===== config.mk =====
export PLATFORM = sky130hd
export DESIGN_NAME = i2c_amx
export DESIGN_NICKNAME = d
export VERILOG_FILES = /design/src/rtl/i2c_amx_pkg.sv /design/src/rtl/i2c_amx_busmon.sv /design/src/rtl/i2c_amx_cmp.sv /design/src/rtl/i2c_amx.sv
export SDC_FILE = /design/constraint.sdc
export NUM_CORES = 1
export LEC_CHECK = 0
export ABC_AREA = 1
export BUFFER_PORTS_ARGS = -buffer_cell sky130_fd_sc_hd__buf_2
export CAP_MARGIN = 15
export CELL_PAD_IN_SITES_DETAIL_PLACEMENT = 0
export CELL_PAD_IN_SITES_GLOBAL_PLACEMENT = 1
export CORE_MARGIN = 4
export CORE_UTILIZATION = 40
export DETAILED_ROUTE_END_ITERATION = 12
export PLACE_DENSITY_LB_ADDON = 0.1
export SLEW_MARGIN = 5
export SYNTH_ARGS = -nofsm -noshare
export SYNTH_HDL_FRONTEND = slang
export SYNTH_SLANG_ARGS = --single-unit

===== constraint.sdc =====
create_clock -name clk -period 2.25 [get_ports clk]
set_input_delay 0.45 -clock clk [delete_from_list [all_inputs] [get_ports clk]]
set_output_delay 0.45 -clock clk [all_outputs]
set_load 0.02 [all_outputs]

===== src/rtl/i2c_amx_pkg.sv =====
package i2c_amx_pkg;

    localparam int ADDR_W  = 10;
    localparam int BYTE_W  = 8;
    localparam int CNT_W   = $clog2(BYTE_W + 2);
    localparam int A7_W    = 7;
    localparam int HDR_W   = 5;

    localparam logic [HDR_W-1:0] HDR10      = 5'b11110;
    localparam logic [CNT_W-1:0] CNT_BYTE   = CNT_W'(BYTE_W);
    localparam logic [CNT_W-1:0] CNT_ACK    = CNT_W'(BYTE_W + 1);
    localparam logic [CNT_W-1:0] CNT_ONE    = CNT_W'(1);

    typedef enum logic [1:0] {
        ST_IDLE = 2'd0,
        ST_ADR1 = 2'd1,
        ST_ADR2 = 2'd2,
        ST_DATA = 2'd3
    } st_e;

    typedef struct packed {
        st_e               st;
        logic [CNT_W-1:0]  cnt;
        logic [BYTE_W-1:0] sh;
        logic              own_ack;
        logic              am;
        logic              gc;
        logic              dir;
        logic              pull;
        logic              hold;
        logic              hit;
    } core_t;

    localparam core_t CORE_RST = '{
        st:      ST_IDLE,
        cnt:     '0,
        sh:      '0,
        own_ack: 1'b0,
        am:      1'b0,
        gc:      1'b0,
        dir:     1'b0,
        pull:    1'b0,
        hold:    1'b0,
        hit:     1'b0
    };

endpackage


===== src/rtl/i2c_amx_busmon.sv =====
module i2c_amx_busmon #(
    parameter int SYNC_STAGES = 2
) (
    input  logic clk,
    input  logic rst_n,
    input  logic scl_i,
    input  logic sda_i,
    output logic scl_rise_o,
    output logic scl_fall_o,
    output logic start_o,
    output logic stop_o,
    output logic sda_o
);

    logic [SYNC_STAGES-1:0] scl_sync_d, scl_sync_q;
    logic [SYNC_STAGES-1:0] sda_sync_d, sda_sync_q;
    logic scl_prev_d, scl_prev_q;
    logic sda_prev_d, sda_prev_q;
    logic scl_now, sda_now;

    // resynchroniser chain, one flop per stage
    for (genvar g = 0; g < SYNC_STAGES; g++) begin : g_sync
        if (g == 0) begin : g_first
            assign scl_sync_d[g] = scl_i;
            assign sda_sync_d[g] = sda_i;
        end else begin : g_next
            assign scl_sync_d[g] = scl_sync_q[g-1];
            assign sda_sync_d[g] = sda_sync_q[g-1];
        end
    end

    assign scl_now = scl_sync_q[SYNC_STAGES-1];
    assign sda_now = sda_sync_q[SYNC_STAGES-1];

    always_comb begin
        scl_prev_d = scl_now;
        sda_prev_d = sda_now;
    end

    always_ff @(posedge clk or negedge rst_n) begin
        if (!rst_n) begin
            scl_sync_q <= '1;
            sda_sync_q <= '1;
            scl_prev_q <= 1'b1;
            sda_prev_q <= 1'b1;
        end else begin
            scl_sync_q <= scl_sync_d;
            sda_sync_q <= sda_sync_d;
            scl_prev_q <= scl_prev_d;
            sda_prev_q <= sda_prev_d;
        end
    end

    assign scl_rise_o = scl_now & ~scl_prev_q;
    assign scl_fall_o = ~scl_now & scl_prev_q;
    assign start_o    = scl_now & scl_prev_q & sda_prev_q & ~sda_now;
    assign stop_o     = scl_now & scl_prev_q & ~sda_prev_q & sda_now;
    assign sda_o      = sda_now;

endmodule


===== src/rtl/i2c_amx_cmp.sv =====
module i2c_amx_cmp
    import i2c_amx_pkg::*;
(
    input  logic [BYTE_W-1:0] byte_i,
    input  logic [ADDR_W-1:0] own_i,
    input  logic              gc_en_i,
    output logic              gc_hit_o,
    output logic              a7_hit_o,
    output logic              hdr_hit_o,
    output logic              lo_hit_o
);

    logic zero_byte;

    always_comb begin
        zero_byte = (byte_i == '0);
        gc_hit_o  = zero_byte & gc_en_i;
        a7_hit_o  = ~zero_byte & (byte_i[BYTE_W-1:1] == own_i[A7_W-1:0]);
        hdr_hit_o = (byte_i[BYTE_W-1:BYTE_W-HDR_W] == HDR10) &&
                    (byte_i[2:1] == own_i[ADDR_W-1:BYTE_W]);
        lo_hit_o  = (byte_i == own_i[BYTE_W-1:0]);
    end

endmodule


===== src/rtl/i2c_amx.sv =====
module i2c_amx
    import i2c_amx_pkg::*;
#(
    parameter int SYNC_STAGES = 2
) (
    input  logic              clk,
    input  logic              rst_n,
    input  logic              scl_i,
    input  logic              sda_i,
    input  logic [ADDR_W-1:0] own_addr_i,
    input  logic              ext_addr_i,
    input  logic              gc_en_i,
    input  logic              ack_sel_i,
    input  logic              stretch_en_i,
    input  logic              stretch_sel_i,
    input  logic              release_i,
    output logic              addr_match_o,
    output logic              gc_match_o,
    output logic              dir_rd_o,
    output logic              hit_o,
    output logic              sda_pull_o,
    output logic              scl_hold_o
);

    core_t q, d;
    logic  rise, fall, start, stop, sda;
    logic  gc_hit, a7_hit, hdr_hit, lo_hit;

    i2c_amx_busmon #(.SYNC_STAGES(SYNC_STAGES)) u_busmon (
        .clk        (clk),
        .rst_n      (rst_n),
        .scl_i      (scl_i),
        .sda_i      (sda_i),
        .scl_rise_o (rise),
        .scl_fall_o (fall),
        .start_o    (start),
        .stop_o     (stop),
        .sda_o      (sda)
    );

    i2c_amx_cmp u_cmp (
        .byte_i    (q.sh),
        .own_i     (own_addr_i),
        .gc_en_i   (gc_en_i),
        .gc_hit_o  (gc_hit),
        .a7_hit_o  (a7_hit),
        .hdr_hit_o (hdr_hit),
        .lo_hit_o  (lo_hit)
    );

    always_comb begin
        d     = q;
        d.hit = 1'b0;
        if (stop) begin
            d = CORE_RST;
        end else if (start) begin
            d    = CORE_RST;
            d.st = ST_ADR1;
        end else begin
            if (q.hold && release_i) begin
                d.hold = 1'b0;
            end
            if (q.st != ST_IDLE) begin
                if (rise) begin
                    if (q.cnt < CNT_BYTE) begin
                        d.sh = {q.sh[BYTE_W-2:0], sda};
                    end
                    d.cnt = q.cnt + CNT_ONE;
                end
                // falling edge closing the eighth bit: decide and open ack slot
                if (fall && (q.cnt == CNT_BYTE)) begin
                    case (q.st)
                        ST_ADR1: begin
                            if (gc_hit) begin
                                d.gc      = 1'b1;
                                d.hit     = 1'b1;
                                d.own_ack = 1'b1;
                                d.st      = ST_DATA;
                            end else if (!ext_addr_i && a7_hit) begin
                                d.am      = 1'b1;
                                d.hit     = 1'b1;
                                d.dir     = q.sh[0];
                                d.own_ack = 1'b1;
                                d.st      = ST_DATA;
                            end else if (ext_addr_i && hdr_hit) begin
                                d.dir     = q.sh[0];
                                d.own_ack = 1'b1;
                                d.st      = ST_ADR2;
                            end else begin
                                d.st      = ST_IDLE;
                            end
                        end
                        ST_ADR2: begin
                            if (lo_hit) begin
                                d.am      = 1'b1;
                                d.hit     = 1'b1;
                                d.own_ack = 1'b1;
                                d.st      = ST_DATA;
                            end else begin
                                d.dir     = 1'b0;
                                d.st      = ST_IDLE;
                            end
                        end
                        ST_DATA: d.own_ack = ~q.dir;
                        default: d.own_ack = 1'b0;
                    endcase
                    d.pull = d.own_ack & ~ack_sel_i;
                    if (stretch_en_i && stretch_sel_i && (d.am || d.gc)) begin
                        d.hold = 1'b1;
                    end
                end
                // falling edge closing the ack slot: release SDA, next byte
                if (fall && (q.cnt == CNT_ACK)) begin
                    d.pull    = 1'b0;
                    d.own_ack = 1'b0;
                    d.cnt     = '0;
                    if (stretch_en_i && !stretch_sel_i && (q.am || q.gc)) begin
                        d.hold = 1'b1;
                    end
                end
            end
        end
    end

    always_ff @(posedge clk or negedge rst_n) begin
        if (!rst_n) begin
            q <= CORE_RST;
        end else begin
            q <= d;
        end
    end

    assign addr_match_o = q.am;
    assign gc_match_o   = q.gc;
    assign dir_rd_o     = q.dir & q.am;
    assign hit_o        = q.hit;
    assign sda_pull_o   = q.pull;
    assign scl_hold_o   = q.hold;

endmodule


# --- After elaboration in Yosys (flattened, before gate mapping) ---
# Cells that the tools add are included.
classes:
  order_cmp: 1
  reduce_logical: 29
  bitwise: 18
  addsub: 1
  n_eq_ne: 12
  n_mux: 49
ops:
  columns: ["op", "count"]
  rows:
  - ["two-way mux 21 bit", 3]
  - ["two-way mux 1 bit", 30]
  - ["two-way mux 2 bit", 7]
  - ["two-way mux 12 bit", 1]
  - ["nonzero test 3 bit", 4]
  - ["nonzero test 4 bit", 3]
  - ["bitwise AND 1 bit", 11]
  - ["logical AND 1 bit", 10]
  - ["equality test 4 bit, second input constant", 2]
  - ["equality test 8 bit", 1]
  - ["zero test 8 bit", 1]
  - ["two-way mux 8 bit", 1]
  - ["inequality test 4 bit, second input constant", 2]
  - ["equality test 7 bit", 1]
  - ["two-way mux 7 bit", 1]
  - ["NOT 1 bit", 7]
  - ["one-hot mux 1 bit (2 select lines)", 3]
  - ["AND reduction 2 bit", 3]
  - ["AND reduction 3 bit", 2]
  - ["AND reduction 6 bit", 1]
  - ["equality test 5 bit, second input constant", 1]
  - ["inequality test 5 bit, second input constant", 1]
  - ["adder 4 x 1 -> 4 bit, second input constant", 1]
  - ["equality test 2 bit, second input constant", 2]
  - ["other kinds (9)", 11]
word_totals:
  in_bits: 20
  wordCells: 124
  regBits: 27
  output_inout_bits: 6

# --- Depth between registers and ports, before layout ---
depth:
  ltp_word: 20
  depth_mapped: 15
  ltp_nobuf: 15

# --- Hierarchy ---
# A second synthesis with hierarchy kept.
unflattened:
  cells_unflattened: 229
  hier_area_um2: 1705.4
by_module_without_submodules:
  columns: ["module", "cells_per_inst", "n_inst", "area_each_um2", "seq_area_each_um2"]
  rows:
  - ["i2c_amx", 152, 1, 1214.9, 525.5]
  - ["i2c_amx_cmp", 60, 1, 291.5, 0.0]
  - ["i2c_amx_busmon", 17, 1, 198.9, 157.7]

# --- Worst setup path after synthesis ---
# Ideal clock, no wire load.
synth_timing:
  path_type: "register to register"
  from: "register q[19] in the netlist's numbering"
  to: "register q[18] in the netlist's numbering"
  required_ns: 2.128
  period_less_slack_ns: 1.550
  slack_ns: 0.700
  arrival_time_ns: 1.428
  stages_incl_launch_ff: 11
  setup_ns: 0.122
  n_path_buf: 0
  cell_sequence: "dfrtp_1 > inv_1 > ha_1 > inv_1 > nand3_1 > inv_1 > nor2_2 > nor2_2 > nand3_2 > xor2_1 > nor2_1"
synth_between:
  elab_chain_cells: 3
synth_lines:
  columns: ["item", "line", "rtl"]
  rows:
  - ["start, declared", "i2c_amx.sv:25", "core_t q, d;"]
  - ["start signal, assigned", "i2c_amx.sv:127", "q <= CORE_RST;"]
  - ["start signal, assigned", "i2c_amx.sv:129", "q <= d;"]
  - ["nonzero test 2 bit", "i2c_amx.sv:63", "if (q.st != ST_IDLE) begin"]
  - ["nonzero test 3 bit (no line)", null, null]
  - ["AND reduction 2 bit (no line)", null, null]
# No other way between the ends.
# A chain may end at the register's enable or synchronous reset.

# --- Worst setup path in the final report ---
layout_timing:
  from: "register q[19] in the netlist's numbering"
  to: "register q[7] in the netlist's numbering"
layout_between:
  elab_chain_cells: 3
layout_lines:
  columns: ["item", "line"]
  rows:
  - ["nonzero test 2 bit", "i2c_amx.sv:63"]
  - ["nonzero test 3 bit (no line)", null]
  - ["AND reduction 3 bit (no line)", null]
# No other way between the ends.

==> results.tsv <==
stage	metric	value	unit
route	routed_wl	3760	um
sta	tightestPinTransition	0.613	ns
sta	slew_viol_final	0	
sta	fin_skew	0.00235	ns
final_layout	fillers	425	
clock_tree	insertion_delay	0.27	ns
clock_tree	cts_root_buffer	clkbuf_8	
floorplan	rows	23	
placed_design	placed_cells	298	
clock_tree	htreeDepth	1	
floorplan	coreArea	4060	um^2
clock_tree	cts_tree	done	
grt	track_usage	0.157	
clock_tree	clk_path_buf_depth	2	
sta	fin_tns_setup	0	ns
clock_tree	clock_sinks	27	
grt	grt_use_met2	0.235	
power	p_leak	1.02	nW
synth	seq_area_frac_synth	0.400	
grt	grt_pass1_vias	1480	
synth	synth_area	1710	um^2
route	ant_nets	0	
final_layout	fin_cells	302	
power	power.density	763	nW/um^2
sta	fmax	570	MHz
floorplan	initial_core_util	0.421	
floorplan	die_h	73.3	um
synth	ys.flop_type	dfrtp_1	
sta	fin_crit_sh	0.780	
synth	ys_async_sr_fraction	1.00	
floorplan	dieArea	5380	um^2
setup_path	cp-start-kind	flop	
final_layout	multiInputGateArea	893	um^2
setup_path	criticalPathCategory	flop to flop	
final_layout	antenna_cells	0	
final_layout	final_common_cell	nand2_1	
clock_tree	hold_buffers	0	
final_layout	register_area	683	um^2
synth	synth_edf_count	0	
route	vias_per_cell	4.95	
final_layout	layout-drive-gt1-share	0.234	
floorplan	die_x	73.3	um
synth	ys_ff_latch	27	
floorplan	ios	26	
sta	finalHoldViolations	0	
power	vdd_drop_max	0.483	mV
grt	met1_usage	0.234	
placed_design	gp_congestion	0.861	
min_path	min_path_type	input port to asynchronous set/reset pin	
final_layout	nets	280	
placed_design	io_buffers	25	
clock_tree	cts_setup_buffers	0	
final_layout	stdcell_area	1950	um^2
grt	grt_pass1_wl	6610	um
setup_path	worst-endpoint-required	2.42	ns
sta	rsz0062_at_grt	false	
final_layout	final_cell_mix	nand2_1, inv_1, buf_2, dfrtp_1, nor2_1	
clock_tree	cts.clk_slew.worst_paths	0.10	ns
sta	maxSlewHeadroom	0.592	
setup_path	cp_max_fo	9	
grt	grt_max_degree	28	
route	routedWlPerCell	12.4	um
grt	grt_busiest_layer	met2	
route	drt_iter0_drc	62	
flow_run	cap_violations	0	
clock_tree	numCtsBuffers	3	
placed_design	place_area	1900	um^2
route	vias	1495	
setup_path	end_kind	flop	
status	run_status	finished clean	
synth	syn-instance-count	223	
synth	ys_types	31	
sta	min_period	1.76	ns
sta	setup-violations-final	0	
grt	antenna_found_initial	0	
synth	syn_nets	250	
clock_tree	ctsResizeCount	0	
synth	syn_avg_cell_area	7.66	um^2
final_layout	areaGrowthSynthToFinish	13.9	%
setup_path	crit_arrival	1.92	ns
grt	grt_overflow	0	
grt	grt_use_met3	0.0260	
route	drc	0	
synth	yosys_warnings	0	
placed_design	dp_hpwl	2990	um
route	dr.pass1.iters	5	
## area by class of cell
| type | count | area share |
|---|---|---|
| multi-input cells | 161 | 0.459 |
| flip-flops and latches | 27 | 0.351 |
| clock inverters | 1 | 0.00450 |
| repair buffers | 25 | 0.0643 |
| inverters | 35 | 0.0675 |
| well taps | 50 | 0.0322 |
| clock buffers | 3 | 0.0212 |
## flip-flops by register name, summed over array words and instances, names as in the netlist
| signal | count |
|---|---|
| q | 16 |
| gc_match_o | 1 |
| u_busmon.scl_prev_q | 1 |
| u_busmon.sda_sync_q | 2 |
| hit_o | 1 |
| u_busmon.scl_sync_q | 2 |
| sda_pull_o | 1 |
| addr_match_o | 1 |
| u_busmon.sda_prev_q | 1 |
| scl_hold_o | 1 |
## power breakdown
group | internal [mW] | switching, mW | total [mW]
combinational | 0.205 | 0.329 | 0.535
sequential | 0.564 | 0.0933 | 0.658
clock | 0.130 | 0.162 | 0.292
## synth_stat cells, types with 2 or more instances
cell type / instances / area, um^2
nor2_1: 19 / 71.3
nor3_2: 2 / 20.0
inv_1: 29 / 109
o21ai_0: 3 / 15.0
ha_1: 7 / 87.6
o22ai_1: 8 / 50.1
xor2_1: 2 / 17.5
nor2_4: 2 / 22.5
nand4_1: 9 / 56.3
nand3_1: 12 / 60.1
inv_2: 5 / 18.8
nor2_2: 4 / 25.0
nand3b_1: 2 / 15.0
dfstp_2: 6 / 158
a21oi_1: 7 / 35.0
nand3_2: 3 / 30.0
xnor2_1: 5 / 43.8
nand2_1: 63 / 236
nand2_2: 3 / 18.8
dfrtp_1: 21 / 526
## critical path, stage by stage (launching register included)
cell	delay [ns]
dfrtp_1	0.43
inv_1	0.09
ha_1	0.30
inv_1	0.13
nand3_1	0.10
inv_1	0.09
nand2_2	0.16
nand2_2	0.15
nand4_1	0.10
o21ai_0	0.08
## stage by stage
step                       util  hold WS, ns  worst slack [ns]  power (mW)
after floorplan               -        0.154             0.700        1.06
after global placement    0.467        0.349             0.507        1.22
after detailed placement  0.467        0.348             0.491        1.20
after CTS                 0.479        0.197             0.474        1.50
after global routing      0.479        0.205             0.268        1.61
final                     0.479        0.178             0.495        1.48
## final timing paths
check	endpoint	slack (ns)	depth (start not counted)	start
setup reg to reg	q[7]	0.49	9	q[19]
min in group clk	u_busmon.scl_sync_q[0]	0.26	1	scl_i
hold / removal	q[17]	0.18	1	rst_n
hold reg to reg	u_busmon.sda_sync_q[1]	0.36	0	u_busmon.sda_sync_q[0]
max in group asynchronous	q[15]	1.68	1	rst_n
setup / recovery	q[7]	0.49	9	q[19]
## routing by layer
| layer | vias up | wire length [um] |
|---|---|---|
| li1 | 778 | - |
| met1 | 667 | 1840 |
| met2 | 46 | 1610 |
| met3 | 4 | 259 |
| met4 | 0 | 43 |
| met5 | - | 0 |
## logic make-up (layout without fill, tap and decap cells)
family | count (synthesis) | after routing | synth area share
and+or+nand+nor | 123 | 123 | 0.347
buffers and inverters | 35 | 64 | 0.0769
DFF | 27 | 27 | 0.400
AOI/OAI and AO/OA | 24 | 24 | 0.0886
adders and majority gates | 7 | 7 | 0.0513
xor gates and xnor gates | 7 | 7 | 0.0359
Note: power is estimated with default switching activity, not from simulation.
